==> config.mk <==
export PLATFORM = sky130hd
export DESIGN_NAME = clkrst_seq
export DESIGN_NICKNAME = d
export VERILOG_FILES = /design/src/rtl/clkrst_pkg.sv /design/src/rtl/clkrst_div2.sv /design/src/rtl/clkrst_sync.sv /design/src/rtl/clkrst_ctrl.sv /design/src/rtl/clkrst_seq.sv
export SDC_FILE = /design/constraint.sdc
export NUM_CORES = 1
export LEC_CHECK = 0
export ABC_AREA = 1
export BUFFER_PORTS_ARGS = -buffer_cell sky130_fd_sc_hd__buf_2
export CAP_MARGIN = 0
export CORE_AREA = 2 2 39 41
export DETAILED_ROUTE_END_ITERATION = 10
export DIE_AREA = 0 0 41 43
export PLACE_DENSITY = 0.66
export SYNTH_ARGS = -nofsm -noshare
export SYNTH_HDL_FRONTEND = slang
export SYNTH_HIERARCHICAL = 1
export SYNTH_SLANG_ARGS = --single-unit
==> constraint.sdc <==
create_clock -name clk_in -period 2.5 [get_ports clk_in]
set_input_delay 0.25 -clock clk_in [delete_from_list [all_inputs] [get_ports clk_in]]
set_output_delay 0.25 -clock clk_in [all_outputs]
set_load 0.05 [all_outputs]
==> src/rtl/clkrst_pkg.sv <==
// Package: shared types for the clock divider and reset sequencer.
// Assumes: nothing beyond IEEE 1800-2017 elaboration.
package clkrst_pkg;

    // Sequencer phases: held in reset, counting toward fetch, running.
    typedef enum logic [1:0] {
        SEQ_HOLD = 2'd0,
        SEQ_WAIT = 2'd1,
        SEQ_RUN  = 2'd2
    } seq_state_t;

endpackage

==> src/rtl/clkrst_div2.sv <==
// Module: clkrst_div2
// What:   Divides the input clock by two into a 50% duty system clock and
//         gives an enable that is high in the input cycle whose closing edge
//         is a rising edge of the system clock.
// Assumes: The divider must never stop, so it has no reset. The power-up
//          value comes from the declaration.
module clkrst_div2 (
    input  logic clk_in,
    output logic sys_clk,
    output logic rise_en
);

    logic div_q = 1'b0;

    // Toggle the divider flop on every input edge.
    always_ff @(posedge clk_in) begin
        div_q <= ~div_q;
    end

    assign sys_clk = div_q;
    // The system clock rises at the edge where the divider is currently low.
    assign rise_en = ~div_q;

endmodule

==> src/rtl/clkrst_sync.sv <==
// Module: clkrst_sync
// What:   Multi-stage synchronizer for the asynchronous reset request. It
//         advances only on system-clock rising edges, signalled by en.
// Assumes: STAGES >= 2. Stages power up low, which the block reads as a
//          pending request.
module clkrst_sync #(
    parameter int STAGES = 2
) (
    input  logic clk_in,
    input  logic en,
    input  logic d_async,
    output logic q_sync
);

    logic [STAGES-1:0] chain = '0;

    // Shift the raw request through the stage chain once per system period.
    always_ff @(posedge clk_in) begin
        if (en) begin
            chain <= {chain[STAGES-2:0], d_async};
        end
    end

    assign q_sync = chain[STAGES-1];

endmodule

==> src/rtl/clkrst_ctrl.sv <==
// Module: clkrst_ctrl
// What:   Reset sequencer. It counts low samples of the synchronized request,
//         releases the system reset only after a long enough request, and
//         fires the fetch strobe a fixed number of periods after release.
// Assumes: It is clocked at the input rate and steps only when tick is high,
//          so every output moves with a system-clock rising edge. The
//          synchronized request, active low, acts as its synchronous reset.
module clkrst_ctrl
    import clkrst_pkg::*;
#(
    parameter int MIN_LOW_PERIODS = 5,
    parameter int FETCH_DELAY     = 6
) (
    input  logic clk_in,
    input  logic tick,
    input  logic req_s_n,
    input  logic rst_req_n,
    output logic sys_rst,
    output logic fetch_go
);

    localparam int LOW_W = $clog2(MIN_LOW_PERIODS + 1);
    localparam int DLY_W = $clog2(FETCH_DELAY + 1);
    localparam logic [LOW_W-1:0] LOW_LIM = LOW_W'(MIN_LOW_PERIODS);
    localparam logic [DLY_W-1:0] DLY_LIM = DLY_W'(FETCH_DELAY);

    seq_state_t       state   = SEQ_HOLD;
    logic [LOW_W-1:0] low_cnt = '0;
    logic [DLY_W-1:0] dly_cnt = '0;
    logic             rst_q   = 1'b1;
    logic             go_q    = 1'b0;

    // Step the qualify / release / countdown sequence once per system period.
    always_ff @(posedge clk_in) begin
        if (tick) begin
            go_q <= 1'b0;
            if (!req_s_n) begin
                state   <= SEQ_HOLD;
                rst_q   <= 1'b1;
                dly_cnt <= '0;
                if (low_cnt != LOW_LIM) begin
                    low_cnt <= low_cnt + 1'b1;
                end
            end else begin
                case (state)
                    SEQ_HOLD: begin
                        low_cnt <= '0;
                        if (low_cnt == LOW_LIM) begin
                            state   <= SEQ_WAIT;
                            rst_q   <= 1'b0;
                            dly_cnt <= DLY_W'(1);
                        end
                    end
                    SEQ_WAIT: begin
                        if (dly_cnt == DLY_LIM) begin
                            go_q  <= 1'b1;
                            state <= SEQ_RUN;
                        end else begin
                            dly_cnt <= dly_cnt + 1'b1;
                        end
                    end
                    default: begin
                    end
                endcase
            end
        end
    end

    assign sys_rst  = rst_q;
    assign fetch_go = go_q;


    rst_edge_only_chk: assert property (@(posedge clk_in) disable iff (!rst_req_n)
        !tick |=> ($stable(sys_rst) && $stable(fetch_go)));


    req_forces_rst_chk: assert property (@(posedge clk_in) disable iff (!rst_req_n)
        (tick && !req_s_n) |=> sys_rst);


    short_req_holds_chk: assert property (@(posedge clk_in) disable iff (!rst_req_n)
        (tick && req_s_n && state == SEQ_HOLD && low_cnt != LOW_LIM) |=> sys_rst);


    go_excl_rst_chk: assert property (@(posedge clk_in) disable iff (!rst_req_n)
        fetch_go |-> !sys_rst);


    go_one_period_chk: assert property (@(posedge clk_in) disable iff (!rst_req_n)
        (tick && fetch_go) |=> !fetch_go);

endmodule

==> src/rtl/clkrst_seq.sv <==
// Module: clkrst_seq (top)
// What:   Ties the divide-by-two clock, the request synchronizer and the reset
//         sequencer together.
// Assumes: clk_in runs freely from power-up. rst_req_n may change at any time.
module clkrst_seq #(
    parameter int SYNC_STAGES     = 2,
    parameter int MIN_LOW_PERIODS = 5,
    parameter int FETCH_DELAY     = 6
) (
    input  logic clk_in,
    input  logic rst_req_n,
    output logic sys_clk,
    output logic sys_rst,
    output logic fetch_go
);

    logic tick;
    logic req_s_n;

    clkrst_div2 u_div (
        .clk_in  (clk_in),
        .sys_clk (sys_clk),
        .rise_en (tick)
    );

    clkrst_sync #(
        .STAGES (SYNC_STAGES)
    ) u_sync (
        .clk_in  (clk_in),
        .en      (tick),
        .d_async (rst_req_n),
        .q_sync  (req_s_n)
    );

    clkrst_ctrl #(
        .MIN_LOW_PERIODS (MIN_LOW_PERIODS),
        .FETCH_DELAY     (FETCH_DELAY)
    ) u_ctrl (
        .clk_in    (clk_in),
        .tick      (tick),
        .req_s_n   (req_s_n),
        .rst_req_n (rst_req_n),
        .sys_rst   (sys_rst),
        .fetch_go  (fetch_go)
    );


    div_phase_chk: assert property (@(posedge clk_in) disable iff (!rst_req_n)
        tick |=> sys_clk);

endmodule

==> Word level (Yosys, flattened, before mapping) <==
Index checks and enable logic that the tools add are counted.
{ "word_totals": {"register_bits": 13, "input_bits": 2} }
{ "op_classes": {"add_sub_neg": 2, "n_eq_ne": 10, "muxes": 12, "bitwise_logic": 1, "reduce_logical": 7} }
{ "ops": {"columns": ["operator", "count"], "rows": [
  ["two-way mux 3 bit", 5],
  ["AND reduction 4 bit", 2],
  ["adder 3 x 1 -> 3 bit (second input constant)", 2],
  ["== test 3 bit (second input constant)", 2],
  ["!= test 3 x 2 -> 1 bit (second input constant)", 2],
  ["!= test 3 bit (second input constant)", 2],
  ["one-hot mux 3 bit (2 select lines)", 1],
  ["AND reduction 3 bit", 2],
  ["two-way mux 2 bit", 2],
  ["!= test 2 x 1 -> 1 bit (second input constant)", 2],
  ["one-hot mux 2 bit (2 select lines)", 1],
  ["two-way mux 1 bit", 3],
  ["!= test 3 x 1 -> 1 bit (second input constant)", 1],
  ["== test 2 x 1 -> 1 bit (second input constant)", 1],
  ["zero test 2 bit", 1],
  ["AND reduction 2 bit", 1],
  ["nonzero test 2 bit", 1],
  ["NOT 1 bit", 1]
]} }

==> Logic depth before layout (Yosys ltp) <==
Gate-level depths: netlist of run 1.
{ "depth": {"depth_word": 3, "ltp_mapped": 7} }

==> Hierarchy <==
Netlist of run 1, hierarchy kept.
{ "modules_own_cells": {"columns": ["mod", "n_inst", "cells_each", "area_per_inst_um2", "seq_area_each_um2"], "rows": [
  ["clkrst_ctrl", 1, 53, 551.8, 300.3],
  ["clkrst_sync", 1, 2, 60.1, 60.1],
  ["clkrst_div2", 1, 2, 23.8, 20.0]
]} }

==> Least setup slack after synthesis of run 1 <==
Ideal clock, no wire load.
{ "synth_path": {"kind": "register -> register", "from": "register u_ctrl.dly_cnt[0]", "to": "register u_ctrl.dly_cnt[0], enable pin", "setup_ns": 0.319, "t_arrival_ns": 0.970, "t_required_ns": 2.181, "setup_slack_ns": 1.211, "stages_incl_launch_ff": 8, "n_path_buf": 0, "synth_period_minus_slack_ns": 1.289, "cell_sequence": "edfxtp_1 -> inv_1 -> ha_1 -> nand2_1 -> nor2_4 -> nand2_2 -> nand2_1 -> nor2_1"} }
{ "synth_between": {"elab_chain_cells": 3} }
{ "synth_rtl": {"columns": ["item", "line_no", "text"], "rows": [
  ["from (decl)", "clkrst_ctrl.sv:29", "logic [DLY_W-1:0] dly_cnt = '0;"],
  ["from (signal assigned)", "clkrst_ctrl.sv:59", "dly_cnt <= dly_cnt + 1'b1;"],
  ["== test 3 bit", "clkrst_ctrl.sv:55", "if (dly_cnt == DLY_LIM) begin"],
  ["!= test 3 bit (no source line)", null, null],
  ["AND reduction 4 bit (no source line)", null, null]
]} }
No other way between the ends.
A chain may end at the register's enable or synchronous reset.

==> Worst setup path in the final report of run 1 <==
{ "layout_path": {"from": "register u_ctrl.low_cnt[1]", "to": "register u_ctrl.dly_cnt[1], enable pin"} }
{ "layout_between": {"elab_chain_cells": 3} }
{ "layout_rtl": {"columns": ["item", "line_no", "text"], "rows": [
  ["from (decl)", "clkrst_ctrl.sv:28", "logic [LOW_W-1:0] low_cnt = '0;"],
  ["from (signal assigned)", "clkrst_ctrl.sv:42", "low_cnt <= low_cnt + 1'b1;"],
  ["== test 3 bit", "clkrst_ctrl.sv:48", "if (low_cnt == LOW_LIM) begin"],
  ["!= test 3 x 2 -> 1 bit (no source line)", null, null],
  ["AND reduction 4 bit (no source line)", null, null]
]} }
No other way between the ends.

==> results by group, run 1 <==
Outcome
  – Run status: finished clean

Power
  – NetSw: 0.0631 mW
  – Clock power frac: 0.347
  – Sw Share: 0.176
  – Power Total: 0.359 mW
  – Part of the power in registers: 0.651
  – Internal Pwr Total: 0.296 mW
  – Comb power frac: 0.002
  – Lkg Pwr: 0.275 nW
  – Peak supply drop: 0.339 mV
  – P per Cell Area: 520 nW/um^2

Floorplan
  – DIE WIDTH: 41 um
  – Die area: 1760 um^2
  – Core ar.: 1380 um^2
  – Initial Utilization: 0.459
  – # IOs: 5
  – FP Rows: 14
  – Die height: 43 um

Synthesis
  – Synth Net Count: 63
  – Sequential-to-total area share from yosys stat: 0.598
  – Syn Inst Count: 57
  – Mean area per synthesized cell: 11.2 um^2
  – Cell Area, Synth: 636 um^2
  – Netlist cell types: 16
  – Area leader, netlist: edfxtp_1
  – Top-area cell type share of the netlist area: 0.567
  – Synth warn: 6
  – Area contributors post-synth: edfxtp_1 57%, ha_1 7.9%, nor2_1 5.9%
  – Seq cells post-synth: 13

Timing
  – RSZ-0062 raised after global routing: no
  – Worst-case clock skew: 0.326 ps
  – Worst slew pin tran: 398 ps
  – Fin crit share: 0.563
  – Fin crit period: 1410 ps
  – Max-slew violations: 0
  – Max_slew headroom: 0.735
  – Setup violations, final: 0
  – Final hold violation count: 0
  – Total negative slack: 0 ps
  – FMAX: 710 MHz

Routing
  – Final ANT Viol Nets: 0
  – First-pass DRT Iterations: 4
  – DR vias/cell: 4.73
  – Total Routed Length: 880 um
  – Drt drc: 0
  – DR WL/cell: 11.0 um
  – DR vias: 378
  – 1st-iter DRT viols: 7

Global routing
  – Global-route wire length before repair: 1460 um
  – Largest net degree at the start of global routing: 10
  – GR Overflow Total: 0
  – GRT Total Usage: 0.128
  – Initial antenna violation count: 0
  – Vias in the first global route: 351

Placed design
  – Post-DP Area: 664 um^2
  – Placer Congestion: 0.688
  – PortBufs: 4
  – Detailed Place HPWL: 641 um

Layout
  – N_diodes: 0
  – Fillers: 129
  – Area grow syn2layout: 8.66%
  – Post-route design area: 691 um^2
  – Fin nets: 71
  – Layout cells sized above 1: 0.234
  – Final Util: 0.499

Clock tree
  – CTS Buf Count: 3
  – Post-CTS Hold Fix Bufs: 0
  – CTS tree: built
  – Post-CTS Setup Bufs: 0
  – Resized cells post-CTS: 0
  – CTS Root Cell: clkbuf_4
  – Longest Clk Path Bufs: 2
  – Clk_lat worst skew: 270 ps
  – Clk sink count: 13
  – Clock H-tree levels: 1
  – CTS clk-pin slew, worst paths: 70 ps

Worst setup path
  – Crit Path Class: reg2reg
  – Element type at the critical path start: flop
  – Worst setup EP type: flop
  – CP Max Fanout: 3
  – WP data arrival: 1370 ps
  – R2r setup slk: 1090 ps
  – CP Data Required Time: 2460 ps

Job
  – Max-cap viol count: 0

Min path
  – Hold crit path type: in2reg
## sequential cells by signal (all words and copies together) (netlist names)
name	count
u_ctrl/dly_cnt	3
u_ctrl/fetch_go	1
u_ctrl/low_cnt	3
u_ctrl/state	2
u_ctrl/sys_rst	1
u_div/sys_clk	1
u_sync/chain	2
## cell usage in the layout (no fill, tap or decap)
cell / count
edfxtp_1: 12
nand2_2: 2
nor2_2: 2
a21oi_1: 2
o21ai_1: 1
clkbuf_1: 1
inv_2: 1
nand2_1: 7
clkbuf_4: 3
buf_2: 4
xnor2_1: 2
nor2_4: 2
nor2_1: 10
inv_1: 6
ha_1: 4
dfxtp_1: 1
nand3_1: 3
inv_6: 1
## worst paths after layout
path	from	cells after the start	to
worst max-delay path	u_ctrl/low_cnt[1]	6	u_ctrl/dly_cnt[1]
worst min-delay path	rst_req_n	1	u_sync/chain[0]
worst max register to register	u_ctrl/low_cnt[1]	6	u_ctrl/dly_cnt[1]
worst min register to register	u_sync/chain[0]	0	u_sync/chain[1]
## area by class of cell
| type | count | area (um^2) | share of cell area |
|---|---|---|---|
| multi-input cells | 35 | 209 | 0.303 |
| inverters | 8 | 35.0 | 0.0507 |
| flip-flops and latches | 13 | 380 | 0.551 |
| clock buffers | 4 | 26.3 | 0.0380 |
| well taps | 16 | 20.0 | 0.0290 |
| repair buffers | 4 | 20.0 | 0.0290 |
## stage by stage
stage | hold WS (ps) | instances | worst slack (ps)
CTS | 143 | 80 | 1070
finish | 155 | 80 | 1090
global route | 132 | 80 | 977
global placement | 403 | 76 | 1100
detailed placement | 409 | 76 | 1100
floorplan | 349 | 57 | 1210
## power groups by stage
stage | sequential, mW | clock, mW | combinational [mW]
2_1_floorplan | 0.239 | 0 | 0.000000143
3_3_place_gp | 0.239 | 0 | 0.000687
3_5_place_dp | 0.239 | 0 | 0.000693
4_1_cts | 0.234 | 0.131 | 0.000693
5_1_grt | 0.234 | 0.140 | 0.000695
6_report | 0.234 | 0.125 | 0.000706
## cells in the mapped netlist
cell,number
ha_1,4
dfxtp_1,1
o21ai_1,1
inv_1,6
buf_6,1
nand2_2,2
inv_2,1
nand2_1,7
nand3_1,3
edfxtp_1,12
nor2_4,2
xnor2_1,2
a21oi_1,2
nor2_2,2
nor2_1,10
inv_6,1
## cells by family after synthesis
kind of cell,share of synthesized area
fa+ha+maj,0.0787
simple gates,0.199
xor+xnor,0.0276
flops,0.598
compound gates,0.0236
buf+inv,0.0728
## critical path: stages, from the launching register on
cell	delay (ps)
edfxtp_1	400
inv_1	70
ha_1	160
nand2_1	80
nand3_1	80
nand2_1	80
nor2_1	230
## layer usage
layer / up-vias / share of wire / GRT usage
met2: 11 / 0.48 / 0.175
met5: - / 0 / 0
li1: 197 / - / -
met4: 0 / 0 / 0.0800
met3: 0 / 0.040 / 0.0314
met1: 170 / 0.48 / 0.177
(Power assumes the default switching activity.)
==> inputs of run 2 (changes only) <==
==> constraint.sdc (replaced) <==
create_clock -name clk_in -period 1.3 [get_ports clk_in]
set_input_delay 0.13 -clock clk_in [delete_from_list [all_inputs] [get_ports clk_in]]
set_output_delay 0.13 -clock clk_in [all_outputs]
set_load 0.05 [all_outputs]
==> run 2 against run 1 <==
  * Sequential share of layout area down 9.2 points
  * Global-route usage up 2.6 points
  * Fmax up 10%
  * Clock skew up 1.8 ps
  * Final area up 20%
  * Critical path type unchanged
==> results by group, run 2 (same netlist as run 1, synthesis figures left out) <==
Timing
  – Worst slew pin tran: 307 ps
  – Fin crit period: 1280 ps
  – Setup violations, final: 0
  – FMAX: 782 MHz
  – Max-slew violations: 0
  – RSZ-0062 raised after global routing: yes
  – Max_slew headroom: 0.795
  – Worst-case clock skew: 2.13 ps
  – Final hold violation count: 0
  – Fin crit share: 0.984

Power
  – Sw Share: 0.184
  – Power Total: 0.698 mW
  – Internal Pwr Total: 0.570 mW
  – Comb power frac: 0.002
  – Clock power frac: 0.354
  – Lkg Pwr: 0.325 nW
  – Part of the power in registers: 0.644
  – Peak supply drop: 0.508 mV
  – P per Cell Area: 842 nW/um^2
  – NetSw: 0.129 mW

Global routing
  – Largest net degree at the start of global routing: 8
  – Global-route wire length before repair: 1660 um
  – GRT Total Usage: 0.155
  – Initial antenna violation count: 0
  – Vias in the first global route: 425
  – GR Overflow Total: 0

Floorplan
  – Die area: 1760 um^2
  – Die height: 43 um
  – Core ar.: 1380 um^2
  – # IOs: 5
  – Initial Utilization: 0.459
  – FP Rows: 14
  – DIE WIDTH: 41 um

Min path
  – Hold crit path type: in2reg

Placed design
  – Detailed Place HPWL: 685 um
  – Placed Instances: 84
  – PortBufs: 4
  – Placer Congestion: 0.723

Layout
  – Layout cells sized above 1: 0.520
  – N_diodes: 0
  – Area grow syn2layout: 30.5%
  – Final Util: 0.599
  – Commonest non-fill, non-tap cell in the layout: edfxtp_1
  – Layout Cells excl Fill: 91
  – Largest registers: u_ctrl/dly_cnt (3), u_ctrl/low_cnt (3)
  – Top library cells by usage in the layout, fill and taps aside: 12 x edfxtp_1, 11 x buf_4, 6 x inv_1, 6 x nor2_1, 5 x nand2_2
  – Fin nets: 82

Routing
  – DR vias: 431
  – DR vias/cell: 4.74
  – Final ANT Viol Nets: 0
  – 1st-iter DRT viols: 2
  – Total Routed Length: 1000 um
  – First-pass DRT Iterations: 6
  – DR WL/cell: 11.0 um
  – Drt drc: 0

Worst setup path
  – Bufs and invs on worst path: 1
  – Cells along the critical path: inv_1, ha_2, nand2_2, nand3_2, nand2_4, nor2_4
  – CP Data Required Time: 1290 ps
  – Critical path's top delay family: flip-flops
  – Element type at the critical path start: flop
  – Crit Path Class: reg2reg
  – WP data arrival: 1270 ps
  – Crit-path slowest cell: edfxtp_1
  – Worst setup EP type: flop
  – Highest cell delay on the worst timing path: 390 ps
  – CP Max Fanout: 2

Clock tree
  – Clock H-tree levels: 1
  – CTS Root Cell: clkbuf_4
  – Clk_lat worst skew: 280 ps
  – Clk sink count: 13
  – CTS tree: built
  – CTS Buf Count: 3
  – Longest Clk Path Bufs: 2
  – CTS clk-pin slew, worst paths: 80 ps
  – Post-CTS Hold Fix Bufs: 0

Job
  – Max-cap viol count: 0

Outcome
  – Run status: finished clean
## run 2: cell types whose count changed in the layout (fill, tap and decap cells not counted), moves of 3 or more
cell | previous run | this run
buf_4 | 0 | 11
nand2_1 | 7 | 2
nor2_1 | 10 | 6
nand2_2 | 2 | 5
## run 2: timing repair
item                                    4_1_cts  5_1_grt
pin swaps                                     2        4
gates resized for setup                       7       11
endpoints found under the setup margin        8        8
buffers inserted                              2        1
## run 2: layer usage
layer	part of all wire	routed length, um	up-vias	GRT usage
li1	-	-	219	-
met1	0.45	452	200	0.168
met4	0.038	38	0	0.140
met2	0.48	483	8	0.216
met5	0	0	-	0
met3	0.029	29	4	0.0628
## run 2: worst paths after layout
kind / to / cells after the start / slack [ps] / from
worst max-delay path: u_ctrl/state[1] / 6 / 20 / u_ctrl/low_cnt[1]
worst min register to register: u_sync/chain[1] / 0 / 440 / u_sync/chain[0]
worst max register to register: u_ctrl/state[1] / 6 / 20 / u_ctrl/low_cnt[1]
worst min-delay path: u_sync/chain[0] / 1 / 20 / rst_req_n
## run 2: final cells by class
cell class / count / area (um^2)
repair buffers: 15 / 103
inverters: 8 / 35.0
well taps: 16 / 20.0
clock buffers: 4 / 26.3
multi-input cells: 35 / 265
flip-flops and latches: 13 / 380
fillers: 116 / 554
## run 2: power groups by stage
stage                     Combinational, mW  Sequential, mW  Clock, mW
after CTS                           0.00132           0.449      0.261
after detailed placement            0.00132           0.459          0
after global placement              0.00133           0.459          0
after floorplan                 0.000000143           0.459          0
final                               0.00133           0.449      0.247
after global routing                0.00139           0.449      0.276
## run 2: metrics by stage
step                setup slack [ps]  TNS [ps]  area [um^2]  hold WS [ps]
floorplan                       10.7         0          636           229
global route                   -26.5     -76.9          830          5.35
finish                          20.9         0          830          23.9
CTS                             11.7         0          786          11.6
global placement               -48.8      -210          724           309
detailed placement              -104      -446          724           309
==> inputs of run 3 (changes only) <==
--- a/config.mk
+++ b/config.mk
@@ -11,7 +11,7 @@
 export CORE_AREA = 2 2 39 41
 export DETAILED_ROUTE_END_ITERATION = 10
 export DIE_AREA = 0 0 41 43
-export PLACE_DENSITY = 0.66
+export PLACE_DENSITY = 0.68
 export SYNTH_ARGS = -nofsm -noshare
 export SYNTH_HDL_FRONTEND = slang
 export SYNTH_HIERARCHICAL = 1
==> run 3 against run 2 <==
  * The run now ends with setup timing left
  * Register-to-register slack worse by 50 ps
  * Worst hold slack better by 6.1 ps
  * Total power down 1.3%
  * Clock skew down 1.1 ps
  * Clock power down 4%
  * Wire length up 1.4%
  * Sequential power about the same
==> results by group, run 3 (same netlist as run 1, synthesis figures left out) <==
Floorplan
  – Die height: 43 um
  – DIE WIDTH: 41 um
  – Initial Utilization: 0.459
  – Core ar.: 1380 um^2
  – # IOs: 5
  – Die area: 1760 um^2
  – FP Rows: 14

Power
  – Part of the power in registers: 0.652
  – Comb power frac: 0.002
  – NetSw: 0.120 mW
  – Clock power frac: 0.346
  – Lkg Pwr: 0.333 nW
  – Peak supply drop: 0.551 mV
  – P per Cell Area: 837 nW/um^2
  – Sw Share: 0.174
  – Internal Pwr Total: 0.569 mW

Routing
  – Final ANT Viol Nets: 0
  – 1st-iter DRT viols: 9
  – Total Routed Length: 1020 um
  – Drt drc: 0
  – DR vias/cell: 4.52
  – DR WL/cell: 11.2 um
  – First-pass DRT Iterations: 4
  – DR vias: 411

Placed design
  – Placed Instances: 86
  – Placer Congestion: 0.740
  – PortBufs: 4
  – Detailed Place HPWL: 690 um

Worst setup path
  – Highest cell delay on the worst timing path: 390 ps
  – Crit-path slowest cell: edfxtp_1
  – Element type at the critical path start: flop
  – WP data arrival: 1310 ps
  – CP Max Fanout: 2
  – Worst setup EP type: flop
  – Critical path's top delay family: simple AND/OR/NAND/NOR gates
  – Cell depth of the worst flop-to-flop path: 6
  – R2r setup slk: -30 ps
  – Worst reg2reg path endpoint: u_ctrl/state[1]
  – Cells along the critical path: inv_1, ha_2, nand2_2, nand3_1, nand2_1, nor2_4
  – Worst r2r src: u_ctrl/dly_cnt[0]
  – Crit Path Class: reg2reg
  – Bufs and invs on worst path: 1
  – CP Data Required Time: 1280 ps

Timing
  – Max-slew violations: 0
  – Final hold violation count: 0
  – Setup violations, final: 2
  – Fin crit share: 1.02
  – Worst-case clock skew: 1.04 ps
  – Max_slew headroom: 0.777
  – Fin crit period: 1330 ps
  – RSZ-0062 raised after global routing: yes
  – FMAX: 751 MHz
  – Final worst slack: -31.1 ps
  – Worst slew pin tran: 334 ps

Layout
  – Area grow syn2layout: 29.5%
  – Fin nets: 82
  – N_diodes: 0
  – Largest registers: u_ctrl/dly_cnt (3), u_ctrl/low_cnt (3)
  – Commonest non-fill, non-tap cell in the layout: edfxtp_1
  – Fillers: 111
  – Layout Cells excl Fill: 91
  – Layout cells sized above 1: 0.493
  – Top library cells by usage in the layout, fill and taps aside: 12 x edfxtp_1, 11 x buf_4, 7 x nor2_1
  – Final Util: 0.595

Global routing
  – GRT Total Usage: 0.145
  – Initial antenna violation count: 0
  – Vias in the first global route: 419
  – GR Overflow Total: 0
  – Largest net degree at the start of global routing: 8
  – Global-route wire length before repair: 1640 um

Min path
  – Hold depth: 1
  – End of the worst hold path: u_sync/chain[0]
  – Worst min-delay path startpoint: rst_req_n
  – Hold crit path type: in2reg

Clock tree
  – CTS Buf Count: 3
  – Post-CTS Hold Fix Bufs: 0
  – Longest Clk Path Bufs: 2
  – Clock H-tree levels: 1
  – CTS tree: built
  – Clk sink count: 13
  – Clk_lat worst skew: 270 ps
  – CTS clk-pin slew, worst paths: 70 ps
  – CTS Root Cell: clkbuf_4

Outcome
  – Failing checks: setup timing
  – Run status: finished, violations left

Job
  – Max-cap viol count: 0
run 3: routing by layer:
metal  part of all wire  vias to the layer above  global-route usage
met4                  0                        0               0.100
met5                  0                        -                   0
met1               0.45                      183               0.185
li1                   -                      221                   -
met3              0.033                        0              0.0471
met2               0.52                        7               0.200
run 3: through the flow:
stage / worst slack, ps / TNS, ps / power [mW] / area [um^2] / hold slack [ps]
floorplan: 10.7 / 0 / 0.459 / 636 / 229
global placement: -56.3 / -190 / 0.460 / 739 / 309
detailed placement: -78.0 / -270 / 0.460 / 739 / 309
CTS: -1.87 / -4.68 / 0.703 / 788 / 21.4
global route: -81.5 / -389 / 0.723 / 823 / 10.3
finish: -31.1 / -62.1 / 0.689 / 823 / 30.1
run 3: cell type report:
cell class / count / area [um^2] / share of cell area
Sequential cell: 13 / 380 / 0.462
Multi-Input combinational cell: 35 / 259 / 0.315
Timing Repair Buffer: 15 / 103 / 0.125
Inverter: 8 / 35.0 / 0.0426
Clock buffer: 4 / 26.3 / 0.0319
Tap cell: 16 / 20.0 / 0.0243
run 3: power by group through the flow:
stage / registers, mW / clock network, mW / logic (mW)
floorplan: 0.459 / 0 / 0.000000143
global placement: 0.459 / 0 / 0.00132
detailed placement: 0.459 / 0 / 0.00132
CTS: 0.449 / 0.252 / 0.00132
global route: 0.449 / 0.272 / 0.00135
finish: 0.450 / 0.238 / 0.00129
run 3: worst register-to-register path: cells and delay by family, from the launching register on:
family	cells	cell delay [ps]
fa+ha+maj	1	160
simple gates	4	430
buf+inv	1	70
flops	1	390
run 3: what timing repair did:
action                                  in CTS  in global routing
endpoints found under the setup margin       5                  9
endpoints found under the hold margin        0                  0
buffers inserted                             1                  0
resized for setup                            6                  8
pin swaps                                    2                  2
run 3: worst max-delay path by stage:
stage | startpoint | end | slack (ps) | cells after the start
floorplan | u_ctrl/dly_cnt[0] | u_ctrl/dly_cnt[0] | 10 | 7
global placement | u_ctrl/dly_cnt[1] | u_ctrl/dly_cnt[1] | -60 | 6
detailed placement | u_ctrl/dly_cnt[1] | u_ctrl/dly_cnt[2] | -80 | 6
CTS | u_ctrl/dly_cnt[0] | u_ctrl/state[1] | -2 | 6
global route | u_ctrl/low_cnt[1] | u_ctrl/dly_cnt[2] | -80 | 6
finish | u_ctrl/dly_cnt[0] | u_ctrl/state[1] | -30 | 6
